$ cat src/rtl/sdram_rta_pkg.sv
// Package: shared command encoding and configuration decode helpers for the
// read-to-write turnaround sequencer. Assumes the usual active-low SDRAM
// command pins {cs_n, ras_n, cas_n, we_n}.
package sdram_rta_pkg;

    typedef enum logic [1:0] {
        OP_NOP   = 2'd0,
        OP_READ  = 2'd1,
        OP_WRITE = 2'd2
    } sdr_op_e;

    localparam logic [3:0] PINS_NOP   = 4'b0111;
    localparam logic [3:0] PINS_READ  = 4'b0101;
    localparam logic [3:0] PINS_WRITE = 4'b0100;

    // Map an abstract operation to the command pin pattern.
    function automatic logic [3:0] op_to_pins(input sdr_op_e op);
        case (op)
            OP_READ:  return PINS_READ;
            OP_WRITE: return PINS_WRITE;
            default:  return PINS_NOP;
        endcase
    endfunction

endpackage

$ cat src/rtl/rta_cfg_latch.sv
// Module: captures the configuration and wanted-beat count when a request
// is accepted and derives every cycle offset of the sequence from them.
// Assumes offsets are counted from the READ cycle (cycle 0) and that the
// captured values stay constant until the next load.
module rta_cfg_latch #(
    parameter int LEN_W = 4,
    parameter int CNT_W = 5
) (
    input  logic             clk,
    input  logic             rst_n,
    input  logic             load,
    input  logic             cas3,
    input  logic [1:0]       burst_code,
    input  logic             extra_gap,
    input  logic [LEN_W-1:0] keep_len,
    output logic [CNT_W-1:0] t_take_lo,
    output logic [CNT_W-1:0] t_take_hi,
    output logic [CNT_W-1:0] t_mask_lo,
    output logic [CNT_W-1:0] t_write,
    output logic [CNT_W-1:0] t_end,
    output logic             trunc
);

    logic             cas3_q;
    logic [1:0]       bcode_q;
    logic             gap_q;
    logic [LEN_W-1:0] len_q;
    logic [LEN_W-1:0] burst_len;
    logic [LEN_W-1:0] keep_eff;
    logic [CNT_W-1:0] cas_lat;

    // Capture the static settings on request acceptance.
    always_ff @(posedge clk) begin
        if (!rst_n) begin
            cas3_q  <= 1'b0;
            bcode_q <= 2'd0;
            gap_q   <= 1'b0;
            len_q   <= '0;
        end else if (load) begin
            cas3_q  <= cas3;
            bcode_q <= burst_code;
            gap_q   <= extra_gap;
            len_q   <= keep_len;
        end
    end

    // Derive burst length, wanted beats and every sequence offset.
    always_comb begin
        burst_len = LEN_W'(1) << bcode_q;
        keep_eff  = ((len_q == '0) || (len_q > burst_len)) ? burst_len : len_q;
        trunc     = (keep_eff < burst_len);
        cas_lat   = cas3_q ? CNT_W'(3) : CNT_W'(2);
        t_take_lo = cas_lat;
        t_take_hi = cas_lat + CNT_W'(keep_eff) - CNT_W'(1);
        t_mask_lo = cas_lat + CNT_W'(keep_eff) - CNT_W'(2);
        t_write   = cas_lat + CNT_W'(keep_eff) + CNT_W'(gap_q);
        t_end     = t_write + CNT_W'(burst_len) - CNT_W'(1);
    end

endmodule

$ cat src/rtl/rta_seq_fsm.sv
// Module: idle/run control with a cycle counter that starts at 0 on the
// READ cycle and stops on the last write beat. Assumes t_end is stable
// while running.
module rta_seq_fsm #(
    parameter int CNT_W = 5
) (
    input  logic             clk,
    input  logic             rst_n,
    input  logic             req_valid,
    input  logic [CNT_W-1:0] t_end,
    output logic             load,
    output logic             running,
    output logic [CNT_W-1:0] cnt
);

    typedef enum logic {ST_IDLE, ST_RUN} st_e;
    st_e state;

    // Accept only when idle.
    always_comb load = req_valid && (state == ST_IDLE);

    assign running = (state == ST_RUN);

    // Step the sequence counter and return to idle after the last beat.
    always_ff @(posedge clk) begin
        if (!rst_n) begin
            state <= ST_IDLE;
            cnt   <= '0;
        end else if (load) begin
            state <= ST_RUN;
            cnt   <= '0;
        end else if (state == ST_RUN) begin
            if (cnt == t_end) begin
                state <= ST_IDLE;
                cnt   <= '0;
            end else begin
                cnt <= cnt + CNT_W'(1);
            end
        end
    end

endmodule

$ cat src/rtl/rta_out_decode.sv
// Module: turns the cycle counter and the derived offsets into command pins,
// DQM, output enable and the wanted-data strobe. Assumes the offsets obey
// t_mask_lo < t_write <= t_end and that outputs are quiet while idle.
module rta_out_decode
    import sdram_rta_pkg::*;
#(
    parameter int CNT_W = 5
) (
    input  logic             running,
    input  logic [CNT_W-1:0] cnt,
    input  logic [CNT_W-1:0] t_take_lo,
    input  logic [CNT_W-1:0] t_take_hi,
    input  logic [CNT_W-1:0] t_mask_lo,
    input  logic [CNT_W-1:0] t_write,
    input  logic             trunc,
    output logic [3:0]       cmd_n,
    output logic             dqm,
    output logic             oe,
    output logic             take
);

    sdr_op_e op;

    // Pick the command for this cycle.
    always_comb begin
        op = OP_NOP;
        if (running && cnt == '0)          op = OP_READ;
        else if (running && cnt == t_write) op = OP_WRITE;
        cmd_n = op_to_pins(op);
    end

    // Mask window before a truncating WRITE, then drive window for write data.
    always_comb begin
        dqm  = running && trunc && (cnt >= t_mask_lo) && (cnt < t_write);
        oe   = running && (cnt >= t_write);
        take = running && (cnt >= t_take_lo) && (cnt <= t_take_hi);
    end

endmodule

$ cat src/rtl/sdram_rw_turnaround.sv
// Module: top of the read-to-write turnaround sequencer. One accepted
// request issues READ, waits for the wanted beats, masks the rest of the
// read burst through DQM (two-clock read latency), then issues WRITE with
// DQM low (zero-clock write latency) and enables the controller drivers for
// the write burst. Assumes configuration is valid when req_valid is high.
module sdram_rw_turnaround #(
    parameter int MAX_BL = 8,
    parameter int LEN_W  = $clog2(MAX_BL) + 1
) (
    input  logic             clk,
    input  logic             rst_n,
    input  logic             req_valid,
    output logic             req_ready,
    input  logic             cfg_cas3,
    input  logic [1:0]       cfg_burst_code,
    input  logic             cfg_extra_gap,
    input  logic [LEN_W-1:0] req_keep_len,
    output logic [3:0]       sd_cmd_n,
    output logic             sd_dqm,
    output logic             dq_oe,
    output logic             rd_take
);

    localparam int MAX_END = 3 + 2 * MAX_BL;
    localparam int CNT_W   = $clog2(MAX_END + 1);

    logic             load;
    logic             running;
    logic [CNT_W-1:0] cnt;
    logic [CNT_W-1:0] t_take_lo, t_take_hi, t_mask_lo, t_write, t_end;
    logic             cfg_trunc;

    rta_cfg_latch #(.LEN_W(LEN_W), .CNT_W(CNT_W)) u_cfg (
        .clk        (clk),
        .rst_n      (rst_n),
        .load       (load),
        .cas3       (cfg_cas3),
        .burst_code (cfg_burst_code),
        .extra_gap  (cfg_extra_gap),
        .keep_len   (req_keep_len),
        .t_take_lo  (t_take_lo),
        .t_take_hi  (t_take_hi),
        .t_mask_lo  (t_mask_lo),
        .t_write    (t_write),
        .t_end      (t_end),
        .trunc      (cfg_trunc)
    );

    rta_seq_fsm #(.CNT_W(CNT_W)) u_fsm (
        .clk       (clk),
        .rst_n     (rst_n),
        .req_valid (req_valid),
        .t_end     (t_end),
        .load      (load),
        .running   (running),
        .cnt       (cnt)
    );

    rta_out_decode #(.CNT_W(CNT_W)) u_dec (
        .running   (running),
        .cnt       (cnt),
        .t_take_lo (t_take_lo),
        .t_take_hi (t_take_hi),
        .t_mask_lo (t_mask_lo),
        .t_write   (t_write),
        .trunc     (cfg_trunc),
        .cmd_n     (sd_cmd_n),
        .dqm       (sd_dqm),
        .oe        (dq_oe),
        .take      (rd_take)
    );

    assign req_ready = !running;

endmodule

$ cat config.mk
export PLATFORM = sky130hd
export DESIGN_NAME = sdram_rw_turnaround
export DESIGN_NICKNAME = d
export VERILOG_FILES = /design/src/rtl/sdram_rta_pkg.sv /design/src/rtl/rta_cfg_latch.sv /design/src/rtl/rta_seq_fsm.sv /design/src/rtl/rta_out_decode.sv /design/src/rtl/sdram_rw_turnaround.sv
export SDC_FILE = /design/constraint.sdc
export NUM_CORES = 1
export LEC_CHECK = 0
export CORE_MARGIN = 2
export CORE_UTILIZATION = 40
export DETAILED_ROUTE_END_ITERATION = 8
export HOLD_SLACK_MARGIN = 0.1
export PLACE_DENSITY = 0.6
export SYNTH_ARGS = -nofsm -noshare
export SYNTH_HDL_FRONTEND = slang
export SYNTH_SLANG_ARGS = --single-unit
$ cat constraint.sdc
create_clock -name clk -period 15.52 [get_ports clk]
set_input_delay 4.656 -clock clk [delete_from_list [all_inputs] [get_ports clk]]
set_output_delay 4.656 -clock clk [all_outputs]
set_load 0.01 [all_outputs]
# Word-level counts from Yosys, hierarchy flattened
# Index checks and enable logic that the tools add are counted.
# word_totals
reg_bits	14
input_bits	11
# classes
add_sub_neg	7
reduce_logical	14
bitwise_logic	2
n_shift	1
n_eq_ne	4
muxes	9
order_cmp	7
# ops
op	n
$add A5 B4 Y5	2
$eq A5 B5 Y1	2
$ge A5 B5 Y1	2
$sub A5 B1 Y5 const B	2
$logic_and A1 B1 Y1	9
$add A5 B1 Y5	1
$add A5 B1 Y5 const B	1
$ge A5 B2 Y1	1
$le A5 B5 Y1	1
$logic_not A5 Y1	1
$lt A5 B5 Y1	1
$mux W5	1
$sub A5 B2 Y5 const B	1
$gt A4 B4 Y1	1
$logic_not A4 Y1	1
$lt A4 B4 Y1	1
$mux W1	4
$mux W2	2
$mux W4	1
$pmux W2 S2	1
$shl A1 B2 Y4 const A	1
$eq A2 B1 Y1 const B	1
$eq A2 B2 Y1 const B	1
$not A1 Y1	2
other kinds (3)	3

# Depth between registers and ports, before layout
# depth
word_depth	12
ltp_mapped	28
ltp_nobuf	27

# Hierarchy
# From an unflattened synthesis, not the netlist that was laid out.
# hier_totals
hier_cells	266
area_unflattened_um2	2165.8
# modules_own_cells
module	area_each_um2	cells_each	n_inst	seq_area_each_um2
rta_cfg_latch	1251.2	150	1	160.2
rta_out_decode	541.8	75	1	0.0
rta_seq_fsm	369.1	40	1	120.1
sdram_rw_turnaround	3.8	1	1	0.0

# Worst setup path after synthesis
# OpenSTA, ideal clock, no wires.
# synth_path
kind	reg2out
start	register u_cfg.bcode_q[0]
end	output port sd_dqm
n_path_buf	2
t_arrival_ns	4.019
stages_incl_launch_ff	22
required_time_ns	10.864
setup_slack_ns	6.845
path_cell_list	dfxtp_1 nand2_1 ha_1 and4_1 buf_2 a21o_1 and2b_1 o21ai_1 ha_1 inv_1 and3_1 buf_6 or2_1 ha_1 nor3_1 o21ai_1 nand2_1 ha_1 a21oi_1 o21ai_1 a2111oi_0 o221a_1
# synth_between
elab_chain_len	9
word_cells_on_any_way	13
classes_between	add/sub: 3; order compare: 4; shift: 1; mux: 1; reduce/logical: 4
# synth_lines
item	line_no	rtl
start: declaration	rta_cfg_latch.sv:25	logic [1:0] bcode_q;
start signal: assignment	rta_cfg_latch.sv:41	bcode_q <= burst_code;
$shl A1 B2 Y4 (*)	rta_cfg_latch.sv:49	burst_len = LEN_W'(1) << bcode_q;
$gt A4 B4 Y1	rta_cfg_latch.sv:50	keep_eff = ((len_q == '0) || (len_q > burst_len)) ? burst_len : len_q;
$logic_or A1 B1 Y1	rta_cfg_latch.sv:50	
$mux W4	rta_cfg_latch.sv:50	
$add A5 B4 Y5	rta_cfg_latch.sv:55, rta_cfg_latch.sv:56	
$sub A5 B2 Y5	rta_cfg_latch.sv:55	t_mask_lo = cas_lat + CNT_W'(keep_eff) - CNT_W'(2);
$ge A5 B5 Y1	rta_out_decode.sv:34	dqm = running && trunc && (cnt >= t_mask_lo) && (cnt < t_write);
$logic_and A1 B1 Y1	rta_out_decode.sv:34	
$logic_and A1 B1 Y1 (*)	rta_out_decode.sv:34	
end: declaration	sdram_rw_turnaround.sv:19	output logic sd_dqm,
# Mark *: on every way between the ends. The rest lies on a longest branch, timed or not.

# Final worst setup path
# layout_path
start	register u_cfg.bcode_q[1]
end	output port sd_dqm
# Same word-level chain as after synthesis.

==> impl_metrics.env <==
export IMPL_status="finished, final reports clean"
export IMPL_drive_gt1_frac=0.0466
export IMPL_slowest_delay_ns=0.52
export IMPL_numCtsBuffers=3
export IMPL_clockBufferDepth=2
export IMPL_clock_root_buffer="clkbuf_8"
export IMPL_synth_edff_count=0
export IMPL_final_max_slew_violation_count=0
export IMPL_antenna_found_initial=0
export IMPL_die_y_um=72.2
export IMPL_synth_commonest_cells="37 x ha_1, 22 x inv_1, 14 x dfxtp_1, 14 x nor2b_1, 12 x a21oi_1"
export IMPL_drc=0
export IMPL_die_w_um=72.2
export IMPL_synthMostInstantiatedCell="ha_1"
export IMPL_rows=24
export IMPL_synth_top_area_share=0.249
export IMPL_async_flop_share=0
export IMPL_grt_overflow=0
export IMPL_drtAntennaViolNets=0
export IMPL_finalHoldViolations=0
export IMPL_max_vdd_ir_drop_mv=0.0518
export IMPL_ios=19
export IMPL_start_kind="flip-flop"
export IMPL_fmax_mhz=102
export IMPL_cts_tree="built"
export IMPL_fin_crit_sh=0.633
export IMPL_synth_warnings=0
export IMPL_io_buffers=16
export IMPL_cp_max_fo=7
export IMPL_drv_cap=0
export IMPL_setup_tns_ns=0
export IMPL_ys_seq_elements=14
export IMPL_drt_first_pass_iters=4
export IMPL_crit_path_frequent_cell="ha_1"
export IMPL_gp_congestion=0.881
export IMPL_area_growth_pct=11.9
export IMPL_synthCells=227
export IMPL_cp_end_kind="primary output"
export IMPL_critPathSlowestCell="clkdlybuf4s50_1"
export IMPL_p_leak_nw=0.904
export IMPL_routedWlPerCell_um=13.9
export IMPL_fin_ws_ns=5.70
export IMPL_arrival_ns=5.17
export IMPL_min_path_type="reg -> reg"
export IMPL_antenna_cells=0
export IMPL_synth_largest_area_cell="ha_1"
export IMPL_cts_sinks=14
export IMPL_vias=1559
export IMPL_finalSetupViolCount=0
export IMPL_vias_per_cell=5.41
export IMPL_grt_pass1_wl_um=6820
export IMPL_syn_nets=276
export IMPL_grt_max_degree=14
export IMPL_routed_wirelength_um=4010
export IMPL_die_area_um2=5210
export IMPL_htree_levels=1
export IMPL_core_area_um2=4410
export IMPL_start_util=0.421
export IMPL_synth_seq_area_share=0.151
export IMPL_syn_avg_cell_area_um2=8.19
export IMPL_slew_headroom=0.400
export IMPL_grt_setup_unrepaired="no"
export IMPL_dp_slack_ns=5.95
export IMPL_synth_main_ff_cell="dfxtp_1"
export IMPL_cts_hold_buf=0
export IMPL_synthTopCellsByArea="ha_1 25%, dfxtp_1 15%, nor2b_1 4.7%, inv_1 4.4%, xnor2_1 4.2%"
export IMPL_cts_setup_buffers=0
export IMPL_fin_crit_ns=9.82
export IMPL_worstPathRequired_ns=10.86
export IMPL_worstPathCellList="inv_1 > nand2_1 > ha_1 > nor2b_1 > o211ai_2 > a21o_1 > and2b_1 > o21ai_1 > ha_1 > inv_1 > and3_1 > or2_1 > ha_1 > nor3_1 > o21ai_1 > nand2_1 > ha_1 > a21oi_1 > o21ai_1 > a2111oi_0 > o221a_1 > clkdlybuf4s50_1"
export IMPL_fin_worst_skew_ns=0.00287
export IMPL_synth_cell_types=50
export IMPL_cts_reportedPaths_clkPinSlew_ns=0.06
export IMPL_cts_resized=0
export IMPL_drtIter0Drc=56
export IMPL_grt_pass1_vias=1532
export IMPL_total_power_mw=0.221
export IMPL_power_density_nw_per_um2=106
export IMPL_critical_path_class="reg -> out"
export IMPL_max_slew_worst_pin_slew_ns=0.897
export IMPL_dpl_hpwl_um=3250
export IMPL_track_usage=0.164
export IMPL_netlist_area_um2=1860
export IMPL_final_nets=286
export IMPL_clkLatencyLatePin_ns=0.25
[worst paths after layout]
| check | to | depth (start not counted) | slack [ns] | from |
|---|---|---|---|---|
| setup / recovery | sd_dqm | 22 | 5.70 | u_cfg.bcode_q[1] |
| hold / removal | u_cfg.gap_q | 2 | 0.55 | u_cfg.gap_q |
| setup reg to reg | u_fsm.cnt[0] | 26 | 9.91 | u_cfg.bcode_q[1] |
| hold reg to reg | u_cfg.gap_q | 2 | 0.55 | u_cfg.gap_q |
[report_power, final]
group	leakage, nW	internal, mW	switching [mW]
Clock	0.0288	0.0225	0.0131
Sequential	0.115	0.0386	0.00477
Combinational	0.761	0.0665	0.0758
Total	0.904	0.128	0.0936
[through the flow]
stage               cells  hold slack, ns  area [um^2]  utilization
global route          288           0.579         2080        0.471
finish                288           0.548         2080        0.471
CTS                   288           0.555         2080        0.471
floorplan             227           0.490         1860            -
detailed placement    284           0.546         2030        0.459
global placement      284           0.533         2030        0.459
[worst max-delay path: cells and delay by family (launching register included)]
| kind | cells | cell delay (ns) |
|---|---|---|
| AOI/OAI and AO/OA | 8 | 1.50 |
| and+or+nand+nor | 7 | 1.37 |
| adders and majority gates | 4 | 0.99 |
| buffers and inverters | 3 | 0.68 |
| DFF | 1 | 0.35 |
[layout by cell type, fill, tap and decap left out, types with 6 or more instances in the layout]
cell | netlist | layout
nand3_1 | 9 | 9
nor2b_1 | 14 | 14
nor3_1 | 6 | 6
a21o_1 | 6 | 6
dfxtp_1 | 14 | 14
clkdlybuf4s50_1 | 0 | 16
ha_1 | 37 | 37
nand2_1 | 11 | 11
xor2_1 | 7 | 7
nor2_1 | 9 | 9
inv_1 | 22 | 22
a21oi_1 | 12 | 12
xnor2_1 | 9 | 9
[layer usage]
metal | part of all wire | track usage | up-vias
li1 | - | - | 818
met1 | 0.49 | 0.215 | 696
met2 | 0.44 | 0.271 | 35
met3 | 0.035 | 0.00694 | 10
met4 | 0.025 | 0.0860 | 0
met5 | 0 | 0 | -
[sequential cells by signal (all words and copies together) (netlist names)]
name	flops
u_cfg.cas3_q	1
u_cfg.bcode_q	2
u_fsm.running	1
u_fsm.cnt	5
u_cfg.len_q	4
u_cfg.gap_q	1
[cells by family after synthesis]
| family | Yosys count | synth area share |
|---|---|---|
| compound gates | 51 | 0.191 |
| xor+xnor | 16 | 0.0754 |
| fa+ha+maj | 39 | 0.265 |
| buf+inv | 34 | 0.0781 |
| flops | 14 | 0.151 |
| mux | 5 | 0.0269 |
| other cells | 2 | 0.00404 |
| simple gates | 66 | 0.209 |
[final cells by class]
cell class | count | area (um^2)
Inverter | 23 | 86.3
Tap cell | 52 | 65.1
Timing Repair Buffer | 16 | 160
Fill cell | 436 | 2330
Sequential cell | 14 | 280
Clock buffer | 4 | 55.1
Multi-Input combinational cell | 179 | 1430
Power figures use the tool's default switching activity.
